`src/rtl/can_icr_pkg.sv`:
```
// Shared bit positions and widths for the CAN interrupt/capture word.
package can_icr_pkg;
    localparam int BIT_RI   = 0;   // level receive flag
    localparam int BIT_TI   = 1;   // transmit buffer 1 freed
    localparam int BIT_EW   = 2;   // error/bus status changed
    localparam int BIT_DO   = 3;   // data overrun
    localparam int BIT_WU   = 4;   // wake-up
    localparam int BIT_EP   = 5;   // error-passive transition
    localparam int BIT_AL   = 6;   // arbitration lost
    localparam int BIT_BE   = 7;   // bus error
    localparam int FLAG_TOP = 10;  // highest read-clear flag
    localparam int EN_W     = 8;   // enable vector width
    localparam int CAP_W    = 8;   // capture byte width
    localparam int WORD_W   = 32;
    localparam int ZERO_W   = WORD_W - 2*CAP_W - FLAG_TOP - 1;

    // indices into the edge-detected source vector
    localparam int SRC_TX = 0;
    localparam int SRC_EW = 1;
    localparam int SRC_BO = 2;
    localparam int SRC_OV = 3;
    localparam int SRC_EP = 4;
    localparam int SRC_N  = 5;
endpackage

```
`src/rtl/can_icr_edges.sv`:
```
// Edge detector bank.
// Registers the previous value of each source and reports rising and
// falling transitions. Assumes the sources are synchronous to clk;
// the previous value resets to 0.
module can_icr_edges #(
    parameter int W = 5
) (
    input  logic         clk,
    input  logic         rst_n,
    input  logic [W-1:0] sig,
    output logic [W-1:0] rise,
    output logic [W-1:0] fall
);
    logic [W-1:0] prev_q;

    // track last-cycle value of every source
    always_ff @(posedge clk) begin
        if (!rst_n) prev_q <= '0;
        else        prev_q <= sig;
    end

    // transitions relative to the registered copy
    always_comb begin
        rise = sig & ~prev_q;
        fall = ~sig & prev_q;
    end
endmodule

```
`src/rtl/can_icr_flags.sv`:
```
// Sticky flag bank with clear-on-read.
// Each flag sets on its request and clears when clr is high. A set
// request in the same cycle as clr wins, so no event is lost.
module can_icr_flags #(
    parameter int N = 10
) (
    input  logic         clk,
    input  logic         rst_n,
    input  logic         clr,
    input  logic [N-1:0] set,
    output logic [N-1:0] flags
);
    for (genvar i = 0; i < N; i++) begin : g_flag
        // one sticky bit: set has priority over read clear
        always_ff @(posedge clk) begin
            if (!rst_n)      flags[i] <= 1'b0;
            else if (set[i]) flags[i] <= 1'b1;
            else if (clr)    flags[i] <= 1'b0;
        end
    end
endmodule

```
`src/rtl/can_icr_capture.sv`:
```
// Freeze-on-first-event capture byte.
// Loads the code when an event arrives while armed, then holds it.
// A read re-arms the byte without clearing its value. An event in the
// read cycle loads the code even when disarmed and leaves it disarmed.
module can_icr_capture #(
    parameter int W = 8
) (
    input  logic         clk,
    input  logic         rst_n,
    input  logic         evt,
    input  logic [W-1:0] code,
    input  logic         rd,
    output logic [W-1:0] val,
    output logic         armed
);
    logic load;

    // accept the event when armed or when a read releases the byte now
    always_comb load = evt && (armed || rd);

    // capture register and arming state
    always_ff @(posedge clk) begin
        if (!rst_n) begin
            val   <= '0;
            armed <= 1'b1;
        end else if (load) begin
            val   <= code;
            armed <= 1'b0;
        end else if (rd) begin
            armed <= 1'b1;
        end
    end
endmodule

```
`src/rtl/can_irq_capture.sv`:
```
// Interrupt status and capture word for a CAN controller.
// Combines a level receive flag, sticky edge/level flags 1..10 that
// clear on any read, and two capture bytes into one 32-bit word with
// a combined interrupt. Assumes every input is synchronous to clk and
// that rd_en is high for one cycle per read.
module can_irq_capture
    import can_icr_pkg::*;
(
    input  logic                clk,
    input  logic                rst_n,
    input  logic                rd_en,
    input  logic                rx_buf_full,
    input  logic                tx_buf1_free,
    input  logic                err_warn,
    input  logic                bus_off,
    input  logic                overrun,
    input  logic                sleeping,
    input  logic                bus_activity,
    input  logic                err_passive,
    input  logic                bus_err,
    input  logic [CAP_W-1:0]    bus_err_code,
    input  logic                arb_lost,
    input  logic [CAP_W-1:0]    arb_lost_pos,
    input  logic [EN_W-1:0]     int_en,
    output logic [WORD_W-1:0]   rd_data,
    output logic                irq
);
    logic [SRC_N-1:0]    src, src_rise, src_fall;
    logic [FLAG_TOP:1]   set_req;
    logic [FLAG_TOP:1]   flags_q;
    logic [CAP_W-1:0]    be_val, al_val;
    logic                be_armed, al_armed;
    logic                ri;

    // gather edge-detected sources
    always_comb begin
        src         = '0;
        src[SRC_TX] = tx_buf1_free;
        src[SRC_EW] = err_warn;
        src[SRC_BO] = bus_off;
        src[SRC_OV] = overrun;
        src[SRC_EP] = err_passive;
    end

    can_icr_edges #(.W(SRC_N)) u_edges (
        .clk  (clk),
        .rst_n(rst_n),
        .sig  (src),
        .rise (src_rise),
        .fall (src_fall)
    );

    // qualify each event with its enable bit
    always_comb begin
        set_req         = '0;
        set_req[BIT_TI] = src_rise[SRC_TX] & int_en[BIT_TI];
        set_req[BIT_EW] = (src_rise[SRC_EW] | src_fall[SRC_EW] |
                           src_rise[SRC_BO] | src_fall[SRC_BO]) & int_en[BIT_EW];
        set_req[BIT_DO] = src_rise[SRC_OV] & int_en[BIT_DO];
        set_req[BIT_WU] = sleeping & bus_activity & int_en[BIT_WU];
        set_req[BIT_EP] = (src_rise[SRC_EP] | src_fall[SRC_EP]) & int_en[BIT_EP];
        set_req[BIT_AL] = arb_lost & int_en[BIT_AL];
        set_req[BIT_BE] = bus_err & int_en[BIT_BE];
    end

    can_icr_flags #(.N(FLAG_TOP)) u_flags (
        .clk  (clk),
        .rst_n(rst_n),
        .clr  (rd_en),
        .set  (set_req),
        .flags(flags_q)
    );

    can_icr_capture #(.W(CAP_W)) u_cap_be (
        .clk  (clk),
        .rst_n(rst_n),
        .evt  (bus_err),
        .code (bus_err_code),
        .rd   (rd_en),
        .val  (be_val),
        .armed(be_armed)
    );

    can_icr_capture #(.W(CAP_W)) u_cap_al (
        .clk  (clk),
        .rst_n(rst_n),
        .evt  (arb_lost),
        .code (arb_lost_pos),
        .rd   (rd_en),
        .val  (al_val),
        .armed(al_armed)
    );

    // assemble word and combined request
    always_comb begin
        ri      = rx_buf_full & int_en[BIT_RI];
        rd_data = {al_val, be_val, {ZERO_W{1'b0}}, flags_q, ri};
        irq     = ri | (|flags_q);
    end
endmodule

```
`config.mk`:
```
export PLATFORM = sky130hd
export DESIGN_NAME = can_irq_capture
export DESIGN_NICKNAME = d
export VERILOG_FILES = /design/src/rtl/can_icr_pkg.sv /design/src/rtl/can_icr_edges.sv /design/src/rtl/can_icr_flags.sv /design/src/rtl/can_icr_capture.sv /design/src/rtl/can_irq_capture.sv
export SDC_FILE = /design/constraint.sdc
export NUM_CORES = 1
export LEC_CHECK = 0
export ABC_AREA = 1
export BUFFER_PORTS_ARGS = -buffer_cell sky130_fd_sc_hd__buf_2
export CORE_ASPECT_RATIO = 0.6
export CORE_MARGIN = 3
export CORE_UTILIZATION = 42
export DETAILED_ROUTE_END_ITERATION = 8
export GPL_ROUTABILITY_DRIVEN = 0
export PLACE_DENSITY = 0.77
export SETUP_SLACK_MARGIN = 0.05
export SLEW_MARGIN = 20
export SYNTH_ARGS = -nofsm -noshare
export SYNTH_HDL_FRONTEND = slang
export SYNTH_SLANG_ARGS = --single-unit
```
`constraint.sdc`:
```
create_clock -name clk -period 1.16 [get_ports clk]
set_clock_uncertainty 0.2 [all_clocks]
set_input_delay 0.116 -clock clk [delete_from_list [all_inputs] [get_ports clk]]
set_output_delay 0.116 -clock clk [all_outputs]
set_load 0.03 [all_outputs]
```
==> impl_metrics.prom, run 1 <==
# TYPE chip_impl_metric gauge
chip_impl_metric{name="switching_share",unit="%"} 28.8
chip_impl_metric{name="seq_area_frac_synth",unit="%"} 50.1
chip_impl_metric{name="drcViolationCount",unit=""} 0
chip_impl_metric{name="max_cap_viol_count",unit=""} 0
chip_impl_metric{name="htree_num_levels",unit=""} 2
chip_impl_info{name="most-common-layout-cells",value="37 x sky130_fd_sc_hd__buf_2, 32 x sky130_fd_sc_hd__nor2_1, 32 x sky130_fd_sc_hd__dlygate4sd3_1, 22 x sky130_fd_sc_hd__nand2_1, 17 x sky130_fd_sc_hd__buf_6"} 1
chip_impl_metric{name="yosysTopAreaCellShare",unit="%"} 50.1
chip_impl_info{name="yosys.area.top_type",value="sky130_fd_sc_hd__dfxtp_1"} 1
chip_impl_metric{name="worst-endpoint-required",unit="ns"} 0.84
chip_impl_metric{name="number_of_global_route_vias_before_repair",unit=""} 1105
chip_impl_metric{name="final_layout_size_suffix_gt1_share",unit="%"} 39.7
chip_impl_metric{name="cell_area_after_synthesis",unit="mm2"} 0.00120
chip_impl_metric{name="final_cell_count_no_fill",unit=""} 284
chip_impl_metric{name="cts_inserted_buffers",unit=""} 5
chip_impl_metric{name="synth.ff_latch_count",unit=""} 30
chip_impl_metric{name="share_comb_of_total_power",unit="%"} 24.9
chip_impl_metric{name="synth_cells",unit=""} 154
chip_impl_metric{name="die_width",unit="um"} 75.0
chip_impl_metric{name="place.detailed.instances",unit=""} 243
chip_impl_info{name="hold_class",value="input pin to flop"} 1
chip_impl_metric{name="synth.avg_cell_area",unit="um2"} 7.79
chip_impl_info{name="clock_tree_from_tritoncts",value="yes"} 1
chip_impl_metric{name="drtPass1Iterations",unit=""} 4
chip_impl_metric{name="area_occupied_by_multi_input_gates",unit="um2"} 494
chip_impl_metric{name="globalRouteOverflowTotal",unit=""} 0
chip_impl_metric{name="detail_route.wl_per_cell",unit="um"} 13.0
chip_impl_metric{name="setup_total_negative_slack",unit="ns"} -0.242
chip_impl_info{name="mostFrequentLayoutCell",value="sky130_fd_sc_hd__buf_2"} 1
chip_impl_metric{name="die_area",unit="mm2"} 0.00356
chip_impl_info{name="rsz0062_at_grt",value="yes"} 1
chip_impl_metric{name="final.fill_count",unit=""} 155
chip_impl_metric{name="critical_path.max_fanout",unit=""} 3
chip_impl_metric{name="maxClockFrequency",unit="GHz"} 0.718
chip_impl_metric{name="rows",unit=""} 14
chip_impl_metric{name="min_period_over_period",unit="%"} 120
chip_impl_metric{name="worstPathArrival",unit="ns"} 1.08
chip_impl_info{name="clock-root-buffer",value="sky130_fd_sc_hd__clkbuf_8"} 1
chip_impl_metric{name="power_frac_clock",unit="%"} 31.0
chip_impl_metric{name="fin_total_pwr",unit="uW"} 2640
chip_impl_info{name="cell_types_with_the_largest_area_share_after_synthesis",value="sky130_fd_sc_hd__dfxtp_1 50%, sky130_fd_sc_hd__nor2_1 11%, sky130_fd_sc_hd__o21ai_0 7.1%, sky130_fd_sc_hd__nand2_1 6.9%, sky130_fd_sc_hd__buf_4 5.6%"} 1
chip_impl_metric{name="register_area",unit="um2"} 623
chip_impl_metric{name="timing.final.crit_period",unit="ns"} 1.39
chip_impl_metric{name="avgViaCountPerCell",unit=""} 4.55
chip_impl_metric{name="seq_power_share",unit="%"} 44.1
chip_impl_metric{name="drt-total-wl",unit="um"} 3680
chip_impl_metric{name="grt_first_pass_wirelength",unit="um"} 4800
chip_impl_metric{name="die_h",unit="um"} 47.4
chip_impl_info{name="path_class",value="flop to primary output"} 1
chip_impl_metric{name="p_int",unit="uW"} 1880
chip_impl_metric{name="final-hold-violation-count",unit=""} 3
chip_impl_metric{name="peak_supply_drop",unit="V"} 0.00119
chip_impl_metric{name="power_switching",unit="uW"} 761
chip_impl_metric{name="numClockSinks",unit=""} 30
chip_impl_metric{name="fin_worst_hold_slack",unit="ns"} -0.0177
chip_impl_metric{name="track_usage",unit="%"} 18.4
chip_impl_metric{name="layout.core_utilization",unit="%"} 81.2
chip_impl_info{name="failed_checks",value="hold timing, setup timing"} 1
chip_impl_metric{name="grt_start_max_net_pins",unit=""} 15
chip_impl_metric{name="cts.reportedPaths.clkPinSlew",unit="ns"} 0.06
chip_impl_metric{name="area_growth_syn_to_layout",unit="%"} 76.5
chip_impl_info{name="outcome",value="finished, violations left"} 1
chip_impl_metric{name="layout_net_count",unit=""} 289
chip_impl_metric{name="floorplan.io_pins",unit=""} 70
chip_impl_metric{name="post-route-worst-setup-slack",unit="ns"} -0.232
chip_impl_metric{name="hpwl_reported_at_the_end_of_detailed_placement",unit="um"} 2080
chip_impl_info{name="timing.critical_path.from_type",value="flop"} 1
chip_impl_info{name="setup.worst_path.end_class",value="primary output"} 1
chip_impl_metric{name="yosysWarningCount",unit=""} 0
chip_impl_metric{name="max_root_sink_buffers",unit=""} 2
chip_impl_metric{name="detail-route-antenna-nets",unit=""} 0
chip_impl_metric{name="via_count",unit=""} 1293
chip_impl_metric{name="port_buffers",unit=""} 61
chip_impl_metric{name="yosys.cell_types.count",unit=""} 19
chip_impl_metric{name="design.core.area",unit="mm2"} 0.00261
chip_impl_metric{name="start_util",unit="%"} 46.0
chip_impl_metric{name="worst-r2r-setup-slack",unit="ns"} 0.03
chip_impl_metric{name="initial_drc_count",unit=""} 94
chip_impl_metric{name="pwr_density_cell",unit="mW/mm2"} 1250
chip_impl_metric{name="clk_latency",unit="ns"} 0.27
chip_impl_metric{name="final-setup-viol-count",unit=""} 2
chip_impl_metric{name="antenna_found_initial",unit=""} 0
chip_impl_metric{name="antenna_cells",unit=""} 0
chip_impl_metric{name="power.static_leakage",unit="uW"} 0.00107
chip_impl_metric{name="max_slew_violation_count",unit=""} 0
[sequential cells by signal, indices dropped and copies added, names as in the netlist]
register	flops
u_cap_al.val	8
u_cap_be.val	8
u_flags.flags	7
u_edges.prev_q	5
u_cap_al.armed	1
u_cap_be.armed	1
[kinds of logic (layout without fill, tap and decap cells)]
family	count (synthesis)	in the layout	share of synthesized area (%)
flops	30	30	50.1
simple gates	67	67	24.5
other cells	1	8	0.313
buf+inv	30	121	13.6
xor+xnor	1	1	0.730
compound gates	25	25	10.8
[Yosys cell counts]
library cell / count
sky130_fd_sc_hd__xor2_1: 1
sky130_fd_sc_hd__nand4_1: 1
sky130_fd_sc_hd__o21ai_1: 1
sky130_fd_sc_hd__buf_4: 9
sky130_fd_sc_hd__conb_1: 1
sky130_fd_sc_hd__nor3_1: 1
sky130_fd_sc_hd__nand2_4: 4
sky130_fd_sc_hd__nand2_1: 22
sky130_fd_sc_hd__inv_1: 15
sky130_fd_sc_hd__inv_4: 1
sky130_fd_sc_hd__a21oi_1: 5
sky130_fd_sc_hd__nor2_1: 34
sky130_fd_sc_hd__o21ai_0: 17
sky130_fd_sc_hd__dfxtp_1: 30
sky130_fd_sc_hd__clkinv_4: 2
sky130_fd_sc_hd__o31ai_1: 2
sky130_fd_sc_hd__nand3_1: 3
sky130_fd_sc_hd__nor2_2: 2
sky130_fd_sc_hd__buf_2: 3
[cell type report]
cell class | instances | area share, %
Tap cell | 32 | 1.89
Multi-Input combinational cell | 101 | 23.3
Sequential cell | 30 | 29.4
Clock buffer | 7 | 4.08
Inverter | 18 | 4.02
Timing Repair Buffer | 96 | 37.3
[worst max-delay path: stages, from the launching register on]
cell	delay [ns]
sky130_fd_sc_hd__dfxtp_2	0.33
sky130_fd_sc_hd__nor2_1	0.16
sky130_fd_sc_hd__nand4_1	0.15
sky130_fd_sc_hd__buf_6	0.17
[through the flow]
stage / cell area (um2) / worst slack (ns)
global placement: 1520 / 0.0707
detailed placement: 1520 / 0.0560
floorplan: 1240 / -0.00886
CTS: 2030 / -0.203
finish: 2120 / -0.232
global route: 2120 / -0.313
[worst paths after layout]
kind                                         from          endpoint  cells after the start
worst max-delay path             u_flags.flags[0]               irq                      3
worst min-delay path                  err_passive  u_flags.flags[4]                      4
worst max register to register     u_cap_be.armed   u_cap_be.val[5]                      5
worst min register to register  u_edges.prev_q[3]  u_flags.flags[2]                      1
[power groups by stage]
stage / combinational (uW) / sequential, uW / clock (uW)
2_1_floorplan: 218 / 1280 / 0
3_3_place_gp: 467 / 1160 / 0
3_5_place_dp: 472 / 1160 / 0
4_1_cts: 599 / 1150 / 823
5_1_grt: 709 / 1170 / 887
6_report: 658 / 1160 / 818
[routing by layer]
layer	vias up	wire length [um]	global-route usage, %
met2	57	1900	33.2
met3	2	331	6.62
met1	575	1430	21.6
met5	-	0	0
met4	0	22	3.19
li1	659	-	-
[timing repair]
action                                  CTS  global route
endpoints found under the hold margin    30             1
endpoints found under the setup margin   18            39
pin swaps                                 2             2
hold buffers                             34             1
gates resized for setup                  27            47
setup buffers                             1             0
cloned                                    0             0
Note: power is estimated with default switching activity, not from simulation.
==> run 2: changes to the inputs <==
Settings changed: CORE_UTILIZATION 42 to 25, CTS_BUF_LIST set to sky130_fd_sc_hd__clkbuf_8, PLACE_DENSITY 0.77 to 0.51.
==> run 2 against run 1 <==
  * Critical endpoint unchanged
  * Largest power group unchanged
  * Sequential power about the same
  * Highest routed layer is now met3
  * Critical path depth is the same
  * Clock power rose by 3.8%
  * Design area increased by 6.9%
  * Sequential share of layout area fell by 1.8 points
  * The run ends with setup timing left
  * Die area increased by 60%
  * Utilization decreased by 29 points
==> impl_metrics.prom, run 2 (same netlist as run 1, synthesis figures left out) <==
# TYPE chip_impl_metric gauge
chip_impl_info{name="outcome",value="finished, violations left"} 1
chip_impl_info{name="failed_checks",value="setup timing"} 1
chip_impl_info{name="setup.worst_path.end_class",value="primary output"} 1
chip_impl_metric{name="worstPathArrival",unit="ns"} 1.05
chip_impl_metric{name="max_cap_viol_count",unit=""} 0
chip_impl_metric{name="final.fill_count",unit=""} 428
chip_impl_info{name="timing.critical_path.from_type",value="flop"} 1
chip_impl_metric{name="final_cell_count_no_fill",unit=""} 318
chip_impl_metric{name="die_h",unit="um"} 59.7
chip_impl_metric{name="max_slew_violation_count",unit=""} 0
chip_impl_metric{name="peak_supply_drop",unit="V"} 0.000521
chip_impl_metric{name="die_area",unit="mm2"} 0.00569
chip_impl_metric{name="critical_path.max_fanout",unit=""} 2
chip_impl_metric{name="drtPass1Iterations",unit=""} 4
chip_impl_metric{name="detail_route.wl_per_cell",unit="um"} 11.1
chip_impl_info{name="layout_top_registers",value="u_cap_al.val x8, u_cap_be.val x8, u_flags.flags x7"} 1
chip_impl_metric{name="numClockSinks",unit=""} 30
chip_impl_metric{name="detail-route-antenna-nets",unit=""} 0
chip_impl_metric{name="power.static_leakage",unit="uW"} 0.00114
chip_impl_info{name="hold_class",value="input pin to flop"} 1
chip_impl_metric{name="floorplan.io_pins",unit=""} 70
chip_impl_metric{name="cts.reportedPaths.clkPinSlew",unit="ns"} 0.07
chip_impl_metric{name="design.core.area",unit="mm2"} 0.00435
chip_impl_metric{name="number_of_global_route_vias_before_repair",unit=""} 1146
chip_impl_metric{name="drcViolationCount",unit=""} 0
chip_impl_metric{name="clk_latency",unit="ns"} 0.27
chip_impl_metric{name="globalRouteOverflowTotal",unit=""} 0
chip_impl_metric{name="worst-r2r-setup-slack",unit="ns"} 0.11
chip_impl_info{name="rsz0062_at_grt",value="yes"} 1
chip_impl_metric{name="grt_first_pass_wirelength",unit="um"} 5310
chip_impl_metric{name="die_width",unit="um"} 95.4
chip_impl_metric{name="post-route-worst-setup-slack",unit="ns"} -0.205
chip_impl_metric{name="maxClockFrequency",unit="GHz"} 0.733
chip_impl_metric{name="hpwl_reported_at_the_end_of_detailed_placement",unit="um"} 2310
chip_impl_metric{name="post-route-cell-area",unit="mm2"} 0.00226
chip_impl_metric{name="setup_total_negative_slack",unit="ns"} -0.313
chip_impl_metric{name="rows",unit=""} 18
chip_impl_info{name="clock_tree_from_tritoncts",value="yes"} 1
chip_impl_metric{name="area_growth_syn_to_layout",unit="%"} 88.7
chip_impl_metric{name="postPlaceCellArea",unit="mm2"} 0.00156
chip_impl_metric{name="antenna_found_initial",unit=""} 0
chip_impl_info{name="clock-root-buffer",value="sky130_fd_sc_hd__clkbuf_8"} 1
chip_impl_metric{name="worst-endpoint-required",unit="ns"} 0.84
chip_impl_metric{name="final-setup-viol-count",unit=""} 3
chip_impl_metric{name="final_layout_size_suffix_gt1_share",unit="%"} 41.1
chip_impl_metric{name="grt_start_max_net_pins",unit=""} 15
chip_impl_metric{name="min_period_over_period",unit="%"} 118
chip_impl_metric{name="final-hold-violation-count",unit=""} 0
chip_impl_metric{name="antenna_cells",unit=""} 0
chip_impl_metric{name="cts_inserted_buffers",unit=""} 5
chip_impl_metric{name="drt-total-wl",unit="um"} 3530
chip_impl_info{name="most-common-layout-cells",value="34 x sky130_fd_sc_hd__dlygate4sd3_1, 34 x sky130_fd_sc_hd__buf_2, 31 x sky130_fd_sc_hd__nor2_1, 23 x sky130_fd_sc_hd__buf_6, 22 x sky130_fd_sc_hd__nand2_1"} 1
chip_impl_metric{name="pwr_density_cell",unit="mW/mm2"} 1190
chip_impl_metric{name="port_buffers",unit=""} 61
chip_impl_metric{name="start_util",unit="%"} 27.6
chip_impl_metric{name="initial_drc_count",unit=""} 45
chip_impl_metric{name="pre_cts_ws",unit="ns"} 0.0387
chip_impl_metric{name="timing.final.crit_period",unit="ns"} 1.37
chip_impl_metric{name="layout_net_count",unit=""} 294
chip_impl_metric{name="via_count",unit=""} 1242
chip_impl_metric{name="max_root_sink_buffers",unit=""} 2
chip_impl_metric{name="place.detailed.instances",unit=""} 272
chip_impl_info{name="path_class",value="flop to primary output"} 1
chip_impl_metric{name="htree_num_levels",unit=""} 2
chip_impl_metric{name="track_usage",unit="%"} 12.3
chip_impl_metric{name="avgViaCountPerCell",unit=""} 3.91
-- run 2: cell types whose count changed in the layout (fill, tap and decap cells not counted), sizes merged --
cell          previous run  this run
inv                     18        19
dlymetal6s4s             1         4
dlygate4sd3             32        34
clkbuf                   7         6
clkinv                   0         1
-- run 2: path summary, 6_finish.rpt --
path	end	start	depth (start not counted)
max reg2reg	u_cap_al.val[3]	u_cap_al.armed	6
max	irq	u_flags.flags[6]	3
min reg2reg	u_flags.flags[0]	u_edges.prev_q[0]	1
min	u_flags.flags[1]	rst_n	3
-- run 2: area by class of cell --
class	instances	area, um2	area share (%)
Timing Repair Buffer	101	877	38.7
Clock buffer	6	82.6	3.65
Inverter	18	85.1	3.76
Tap cell	60	75.1	3.31
Multi-Input combinational cell	101	512	22.6
Clock inverter	2	8.76	0.387
Sequential cell	30	624	27.6
-- run 2: worst max-delay path, stage by stage (launching register included) --
cell and delay [ns]:
sky130_fd_sc_hd__dfxtp_2 0.32, sky130_fd_sc_hd__nor3_2 0.16, sky130_fd_sc_hd__nand4_1 0.13, sky130_fd_sc_hd__buf_6 0.17
-- run 2: repair_timing --
action                                 in CTS  in global routing
endpoints found under the hold margin      30                  0
pin swaps                                   2                  2
setup buffers                               2                  2
setup endpoints to repair                  31                 41
hold buffers                               38                  0
gates resized for setup                    40                 53
-- run 2: layer usage --
layer / vias to the layer above / share of wire (%) / GRT usage [%]
li1: 666 / - / -
met1: 538 / 48 / 17.2
met2: 38 / 45 / 18.3
met3: 0 / 6.6 / 4.65
met4: 0 / 0 / 2.43
met5: - / 0 / 0
-- run 2: through the flow --
| stage | hold slack, ns | total power (uW) | utilization (%) |
|---|---|---|---|
| after floorplan | 0.00945 | 1490 | - |
| after global placement | 0.124 | 1640 | 36.0 |
| after detailed placement | 0.128 | 1640 | 36.0 |
| after CTS | 0.0206 | 2670 | 49.8 |
| after global routing | 0.0528 | 2840 | 52.1 |
| final | 0.0207 | 2700 | 52.1 |
-- run 2: report_power, final --
part           total, uW  leakage, uW  internal (uW)  switching, uW
registers           1160     0.000254           1110           52.0
clock network        849    0.0000524            469            380
logic                688     0.000834            326            361
total               2700      0.00114           1910            793
